--- src/rtl/spdot_pkg.sv ---
`timescale 1ns/1ps
package spdot_pkg;
  // Strobes issued by the control to the datapath each cycle
  typedef struct packed {
    logic s1Load;    // capture gathered products into stage 1
    logic accLoad;   // stage 2 adds stage-1 products
    logic accClear;  // stage-1 group opens a vector
    logic emit;      // stage-1 group closes a vector
  } spdot_strobe_t;
endpackage

--- src/rtl/spdot_ctrl.sv ---
`timescale 1ns/1ps
module spdot_ctrl
  import spdot_pkg::*;
(
  input  logic          clk,
  input  logic          rstN,
  input  logic          inValid,
  input  logic          inFirst,
  input  logic          inLast,
  output logic          inReady,
  output spdot_strobe_t strobes,
  output logic          outValid
);
  logic readyQ;
  logic s1Valid, s1First, s1Last;
  logic outValidQ;
  logic takeGroup;

  assign takeGroup = inValid && readyQ;
  assign inReady   = readyQ;
  assign outValid  = outValidQ;

  always_comb begin
    strobes.s1Load   = takeGroup;
    strobes.accLoad  = s1Valid;
    strobes.accClear = s1Valid && s1First;
    strobes.emit     = s1Valid && s1Last;
  end

  always_ff @(posedge clk or negedge rstN) begin
    if (!rstN) begin
      readyQ    <= 1'b0;
      s1Valid   <= 1'b0;
      s1First   <= 1'b0;
      s1Last    <= 1'b0;
      outValidQ <= 1'b0;
    end else begin
      readyQ    <= 1'b1;
      s1Valid   <= takeGroup;
      if (takeGroup) begin
        s1First <= inFirst;
        s1Last  <= inLast;
      end
      outValidQ <= s1Valid && s1Last;
    end
  end

  // a closing group in stage 1 is always followed by a result cycle
  assert_emit_R4: assert property (@(posedge clk) disable iff (!rstN)
    (s1Valid && s1Last) |=> outValid);
  // no result without a closing group one cycle earlier
  assert_no_spurious_R9: assert property (@(posedge clk) disable iff (!rstN)
    outValid |-> $past(s1Valid && s1Last));
  // once ready, the engine never stalls the producer
  assert_never_stall_R6: assert property (@(posedge clk) disable iff (!rstN)
    inReady |=> inReady);
  // a group seen by stage 1 was offered with valid high
  assert_stage_follows_valid_R7: assert property (@(posedge clk) disable iff (!rstN)
    s1Valid |-> $past(inValid));
endmodule

--- src/rtl/spdot_datapath.sv ---
`timescale 1ns/1ps
module spdot_datapath
  import spdot_pkg::*;
#(
  parameter int DATA_W     = 8,
  parameter int ACC_W      = 32,
  parameter int GROUP_SIZE = 4,
  parameter int KEEP       = 2
) (
  input  logic                       clk,
  input  logic                       rstN,
  input  spdot_strobe_t              strobes,
  input  logic [KEEP*DATA_W-1:0]     inWeights,
  input  logic [GROUP_SIZE*DATA_W-1:0] inActs,
  input  logic [KEEP*$clog2(GROUP_SIZE)-1:0] inMeta,
  output logic [ACC_W-1:0]           outResult,
  output logic                       outError
);
  localparam int IDX_W  = $clog2(GROUP_SIZE);
  localparam int PROD_W = 2 * DATA_W;
  localparam int EXT_W  = ACC_W - PROD_W;

  logic        [IDX_W-1:0]  laneIdx [KEEP];
  logic signed [DATA_W-1:0] laneW   [KEEP];
  logic signed [DATA_W-1:0] laneA   [KEEP];
  logic signed [PROD_W-1:0] prodD   [KEEP];
  logic signed [PROD_W-1:0] prodQ   [KEEP];
  logic [KEEP-2:0]          orderBad;
  logic                     s1Err;
  logic signed [ACC_W-1:0]  prodSum, accQ, accBase, accNext;
  logic                     errQ, errNext;

  // gather multiplexers and multipliers, one per kept lane
  for (genvar g = 0; g < KEEP; g++) begin : gLane
    assign laneIdx[g] = inMeta[g*IDX_W +: IDX_W];
    assign laneW[g]   = $signed(inWeights[g*DATA_W +: DATA_W]);
    assign laneA[g]   = $signed(inActs[laneIdx[g]*DATA_W +: DATA_W]);
    assign prodD[g]   = laneW[g] * laneA[g];
  end

  // positions must strictly increase from lane to lane
  for (genvar g = 1; g < KEEP; g++) begin : gOrder
    assign orderBad[g-1] = (laneIdx[g-1] >= laneIdx[g]);
  end

  always_ff @(posedge clk or negedge rstN) begin
    if (!rstN) begin
      for (int i = 0; i < KEEP; i++) prodQ[i] <= '0;
      s1Err <= 1'b0;
    end else if (strobes.s1Load) begin
      for (int i = 0; i < KEEP; i++) prodQ[i] <= prodD[i];
      s1Err <= |orderBad;
    end
  end

  always_comb begin
    prodSum = '0;
    for (int i = 0; i < KEEP; i++)
      prodSum = prodSum + {{EXT_W{prodQ[i][PROD_W-1]}}, prodQ[i]};
    accBase = strobes.accClear ? '0 : accQ;
    accNext = accBase + prodSum;
    errNext = (strobes.accClear ? 1'b0 : errQ) | s1Err;
  end

  always_ff @(posedge clk or negedge rstN) begin
    if (!rstN) begin
      accQ      <= '0;
      errQ      <= 1'b0;
      outResult <= '0;
      outError  <= 1'b0;
    end else if (strobes.accLoad) begin
      accQ <= accNext;
      errQ <= errNext;
      if (strobes.emit) begin
        outResult <= accNext;
        outError  <= errNext;
      end
    end
  end

  // idle cycles leave stage-1 products untouched
  assert_hold_prod_R7: assert property (@(posedge clk) disable iff (!rstN)
    !strobes.s1Load |=> $stable(prodQ[0]));
  // idle cycles leave the running sum untouched
  assert_hold_acc_R7: assert property (@(posedge clk) disable iff (!rstN)
    !strobes.accLoad |=> $stable(accQ));
  // an opening group discards the previous sum
  assert_clear_R3: assert property (@(posedge clk) disable iff (!rstN)
    strobes.accClear |=> (accQ == $past(prodSum)));
  // a bad pair reaching the closing cycle shows up on the flag
  assert_err_flag_R5: assert property (@(posedge clk) disable iff (!rstN)
    (strobes.emit && s1Err) |=> outError);
endmodule

--- src/rtl/spdot_engine.sv ---
`timescale 1ns/1ps
module spdot_engine
  import spdot_pkg::*;
#(
  parameter int DATA_W     = 8,
  parameter int ACC_W      = 32,
  parameter int GROUP_SIZE = 4,
  parameter int KEEP       = 2
) (
  input  logic                         clk,
  input  logic                         rstN,
  input  logic                         inValid,
  output logic                         inReady,
  input  logic                         inFirst,
  input  logic                         inLast,
  input  logic [KEEP*DATA_W-1:0]       inWeights,
  input  logic [GROUP_SIZE*DATA_W-1:0] inActs,
  input  logic [KEEP*$clog2(GROUP_SIZE)-1:0] inMeta,
  output logic                         outValid,
  output logic [ACC_W-1:0]             outResult,
  output logic                         outError
);
  spdot_strobe_t strobes;

  spdot_ctrl uCtrl (
    .clk      (clk),
    .rstN     (rstN),
    .inValid  (inValid),
    .inFirst  (inFirst),
    .inLast   (inLast),
    .inReady  (inReady),
    .strobes  (strobes),
    .outValid (outValid)
  );

  spdot_datapath #(
    .DATA_W     (DATA_W),
    .ACC_W      (ACC_W),
    .GROUP_SIZE (GROUP_SIZE),
    .KEEP       (KEEP)
  ) uData (
    .clk       (clk),
    .rstN      (rstN),
    .strobes   (strobes),
    .inWeights (inWeights),
    .inActs    (inActs),
    .inMeta    (inMeta),
    .outResult (outResult),
    .outError  (outError)
  );
endmodule

--- config.mk ---
export PLATFORM = sky130hd
export DESIGN_NAME = spdot_engine
export DESIGN_NICKNAME = d
export VERILOG_FILES = /design/src/rtl/spdot_pkg.sv /design/src/rtl/spdot_ctrl.sv /design/src/rtl/spdot_datapath.sv /design/src/rtl/spdot_engine.sv
export SDC_FILE = /design/constraint.sdc
export NUM_CORES = 1
export LEC_CHECK = 0
export ABC_CLOCK_PERIOD_IN_PS = 5500
export BUFFER_PORTS_ARGS = -buffer_cell sky130_fd_sc_hd__buf_4
export CAP_MARGIN = 15
export CORE_MARGIN = 8
export CORE_UTILIZATION = 48
export CTS_CLUSTER_SIZE = 20
export DETAILED_ROUTE_END_ITERATION = 16
export PLACE_DENSITY = 0.66
export SLEW_MARGIN = 10
export SYNTH_ARGS = -nofsm -noshare
export SYNTH_HDL_FRONTEND = slang
export SYNTH_SLANG_ARGS = --single-unit
--- constraint.sdc ---
create_clock -name clk -period 5.5 [get_ports clk]
set_clock_uncertainty 0.1 [all_clocks]
set_input_delay 0.55 -clock clk [delete_from_list [all_inputs] [get_ports clk]]
set_output_delay 0.55 -clock clk [all_outputs]
set_load 0.01 [all_outputs]
==> Word level (Yosys, flattened, before mapping) <==
Index checks and enable logic that the tools add are counted.
{ "totals": {"reg_bits": 104, "input_bits": 57, "output_inout_bits": 35, "wordCells": 26} }
{ "op_classes": {"addsub": 2, "n_mul": 2, "magnitude_cmp": 1, "n_shift": 2, "n_mux": 2, "n_bitwise": 1, "n_reduce_logical": 4} }
{ "op_table": {"columns": ["op", "count"], "rows": [
  ["$shiftx A32 B6 Y8", 2],
  ["$add A32 B32 Y32", 1],
  ["$mul A8 B8 Y16", 2],
  ["$mux W32", 1],
  ["$add A16 B16 Y17", 1],
  ["$logic_and A1 B1 Y1", 3],
  ["$ge A2 B2 Y1", 1],
  ["$reduce_and A2 Y1", 1],
  ["$mux W1", 1],
  ["$or A1 B1 Y1", 1]
]} }

==> Longest topological paths before layout <==
{ "logic_depth": {"word_depth": 3, "ltp_mapped": 21, "depth_no_buf": 20} }

==> Modules after synthesis <==
Synthesis repeated with hierarchy kept, for this count alone.
{ "hier_totals": {"hier_cells": 1207, "hier_area_um2": 11860.1} }
{ "modules_own_cells": {"columns": ["mod", "instances", "cells_each", "area_each_um2", "seq_area_each_um2"], "rows": [
  ["spdot_datapath", 1, 1193, 11663.7, 2477.4],
  ["spdot_ctrl", 1, 14, 196.4, 125.1]
]} }

==> Worst setup path after synthesis <==
OpenSTA, ideal clock, no wires.
{ "synth_timing": {"path_kind": "input to register", "startpoint": "input port inMeta[0]", "endpoint": "register uData.prodQ[31] (netlist bit)", "setup_time_ns": 0.133, "t_arrival_ns": 5.451, "required_time_ns": 5.267, "slack_ns": -0.184, "path_stages": 18, "n_path_buf": 1, "path_cell_list": "clkbuf_1 mux4_2 and2_1 fa_1 inv_1 fa_1 inv_1 fa_1 inv_1 fa_1 inv_1 ha_1 and2_1 o21ai_0 o31ai_1 o41ai_1 xnor2_1 o21ai_0"} }
{ "synth_via": {"elab_chain_len": 2} }
{ "synth_rtl": {"columns": ["element", "line_no", "rtl"], "rows": [
  ["from (decl)", "spdot_engine.sv:18", "input logic [KEEP*$clog2(GROUP_SIZE)-1:0] inMeta,"],
  ["$shiftx A32 B6 Y8", "spdot_datapath.sv:37", "assign laneA[g] = $signed(inActs[laneIdx[g]*DATA_W +: DATA_W]);"],
  ["$mul A8 B8 Y16", "spdot_datapath.sv:38", "assign prodD[g] = laneW[g] * laneA[g];"],
  ["to (decl)", "spdot_datapath.sv:27", "logic signed [PROD_W-1:0] prodQ [KEEP];"]
]} }
No other way between the ends.
A chain may end at the register's enable or synchronous reset.

==> Final worst setup path <==
{ "layout_timing": {"startpoint": "input port inMeta[0]", "endpoint": "register uData.prodQ[30] (netlist bit)"} }
The elaborated chain is that of the path after synthesis.

==> flow_metrics.tcl <==
set metrics [dict create \
    antenna_found_initial 0 \
    wl_um 25130 \
    die_area_um2 30030 \
    io_pins 92 \
    synth-seq-cells 104 \
    synth_edf_count 0 \
    insertion_delay_ps 360 \
    synth_area_leaders "dfrtp_1 (22%), fa_1 (19%), ha_1 (11%)" \
    ys_warn_count 0 \
    start_util 0.4884 \
    gr-usage-met2 0.2958 \
    fp.dieW_um 173.3 \
    layout.nets 1633 \
    cts_resized 0 \
    status "finished clean" \
    syn_nets 1520 \
    clock_sinks 104 \
    grt_pass1_vias 9294 \
    drive_above_1_share 0.1806 \
    drtAntennaViolNets 0 \
    slew_violations 0 \
    yosysUniqueCellTypes 72 \
    io_buffers 91 \
    rows 57 \
    maxCapViolCount 0 \
    vias 8892 \
    avgRoutedWirePerCell_um 14.91 \
    finalSetupViolCount 0 \
    cp.arrival_ps 5450 \
    cts.htree.levels 3 \
    avgSynthCellArea_um2 9.548 \
    layout_commonest_cell "inv_1" \
    die_h_um 173.3 \
    seq_area_frac_synth 0.2191 \
    gr-total-overflow 0 \
    period_minus_slack_ps 5278 \
    grt_max_degree 58 \
    rsz0062_at_grt "false" \
    r2r_slack_ps 530 \
    ctsHoldBuffers 0 \
    whs_ps 102.2 \
    fmax_mhz 189.5 \
    final_cell_mix "inv_1 (176), buf_4 (130), and2_1 (112), fa_1 (112), nand2_1 (108)" \
    grtUsageMet3 0.02352 \
    crit_required_ps 5670 \
    viasPerCell 5.274 \
    top_usage_layer "met2" \
    slew_headroom 0.5102 \
    period_share 0.9596 \
    dp_hpwl_um 20890 \
    synth_top_cell_area_share 0.2191 \
    diodes 0 \
    cts_root_buf "clkbuf_16" \
    first_pass_iters 5 \
    worstMarginPinSlew_ps 734.6 \
    syn_area_um2 11880 \
    cp_max_fo 8 \
    end_kind "flop" \
    synthCells 1244 \
    core_area_um2 24320 \
    areaGrowthSynthToFinish_pct 13.25 \
    track_usage 0.1746 \
    path_clk_slew_ps 70 \
    fillCellCount 2213 \
    synth-async-reset-ratio 1.000 \
    regArea_um2 2603 \
    synthFlopType "dfrtp_1" \
    multiInputGateArea_um2 8511 \
    drt_iter0_markers 463 \
    place_congestion 0.8878 \
    crit_type "in2reg" \
    grt_first_pass_wirelength_um 44660 \
    met1_usage 0.2341 \
    finalHoldViolations 0 \
    numCtsBuffers 9 \
    critPathLaunchType "input pin" \
    min_path_type "in2async" \
    drc 0 \
    cts_tree "yes" \
    post_cts_buffers 0 \
    yosysTopAreaCell "dfrtp_1" \
    clockBufferDepth 2 \
]
==> synthesized netlist by cell type, drive strengths merged (14+ instances only) <==
master,instances
a21o,26
a21oi,54
and2,112
clkbuf,20
dfrtp,104
fa,112
ha,107
inv,177
mux2,59
mux4,14
nand2,109
nor2,51
o21ai,53
xnor2,49
xor2,15
==> per-stage QoR <==
step | instances | cell area (µm²) | setup TNS [ps] | util | worst slack, ps
final | 1686 | 13450 | 0 | 0.5531 | 222.1
after global routing | 1686 | 13450 | 0 | 0.5531 | 0.2385
after CTS | 1686 | 13440 | 0 | 0.5526 | 245.3
after detailed placement | 1670 | 13150 | -288.3 | 0.5407 | -133.7
after global placement | 1670 | 13150 | -40.66 | 0.5407 | -40.66
after floorplan | 1244 | 11880 | 0 | - | 8.408
==> final cells by class <==
cell class	count	area share
multi-input cells	934	0.6327
clock inverters	7	0.004744
clock buffers	9	0.01674
flip-flops and latches	104	0.1935
well taps	324	0.03014
inverters	178	0.04967
repair buffers	130	0.07255
==> logic make-up (layout without fill, tap and decap cells) <==
family                     after synthesis  count (layout)  share of synthesized area
and+or+nand+nor                        350             350                     0.1506
AOI/OAI and AO/OA                      223             223                     0.1296
adders and majority gates              219             219                     0.3015
buffers and inverters                  206             324                    0.06584
DFF                                    104             104                     0.2191
muxes                                   77              77                    0.08585
xor gates and xnor gates                64              64                    0.04719
other                                    1               1                  0.0003157
==> critical path, cell delays in order <==
cell	delay, ps
buf_4	170
mux4_2	590
and2_1	210
fa_1	530
inv_1	50
fa_1	480
inv_1	60
fa_1	530
inv_1	60
fa_1	520
inv_1	40
ha_1	310
o21ai_0	110
a21boi_1	130
o21ai_0	230
a21boi_1	120
o41ai_1	280
mux2_2	380
o211ai_1	100
==> flip-flops by register name, summed over array words and instances, names as in the netlist <==
signal           cells
uCtrl.inReady        1
uCtrl.outValid       1
uCtrl.s1First        1
uCtrl.s1Last         1
uCtrl.s1Valid        1
uData.accQ          32
uData.errQ           1
uData.outError       1
uData.outResult     32
uData.prodQ         32
uData.s1Err          1
==> path summary, 6_finish.rpt <==
check,start,to,depth (start not counted)
worst min-delay path,rstN,uData.accQ[0],1
worst max register to register,uData.prodQ[0],uData.accQ[31],18
max in group asynchronous,rstN,uData.outResult[21],2
min in group clk,inFirst,uCtrl.s1First,2
worst min register to register,uData.outResult[20],uData.outResult[20],2
worst max-delay path,inMeta[0],uData.prodQ[30],19
==> per-layer routing <==
metal / vias to the layer above / part of all wire
met5: - / 0
met4: 0 / 0.012
met3: 19 / 0.033
met2: 144 / 0.47
met1: 4330 / 0.48
li1: 4399 / -
Power is left out: the tool's default activity adds up to more than one toggle a clock period on the data nets, which glitch-free logic cannot reach.
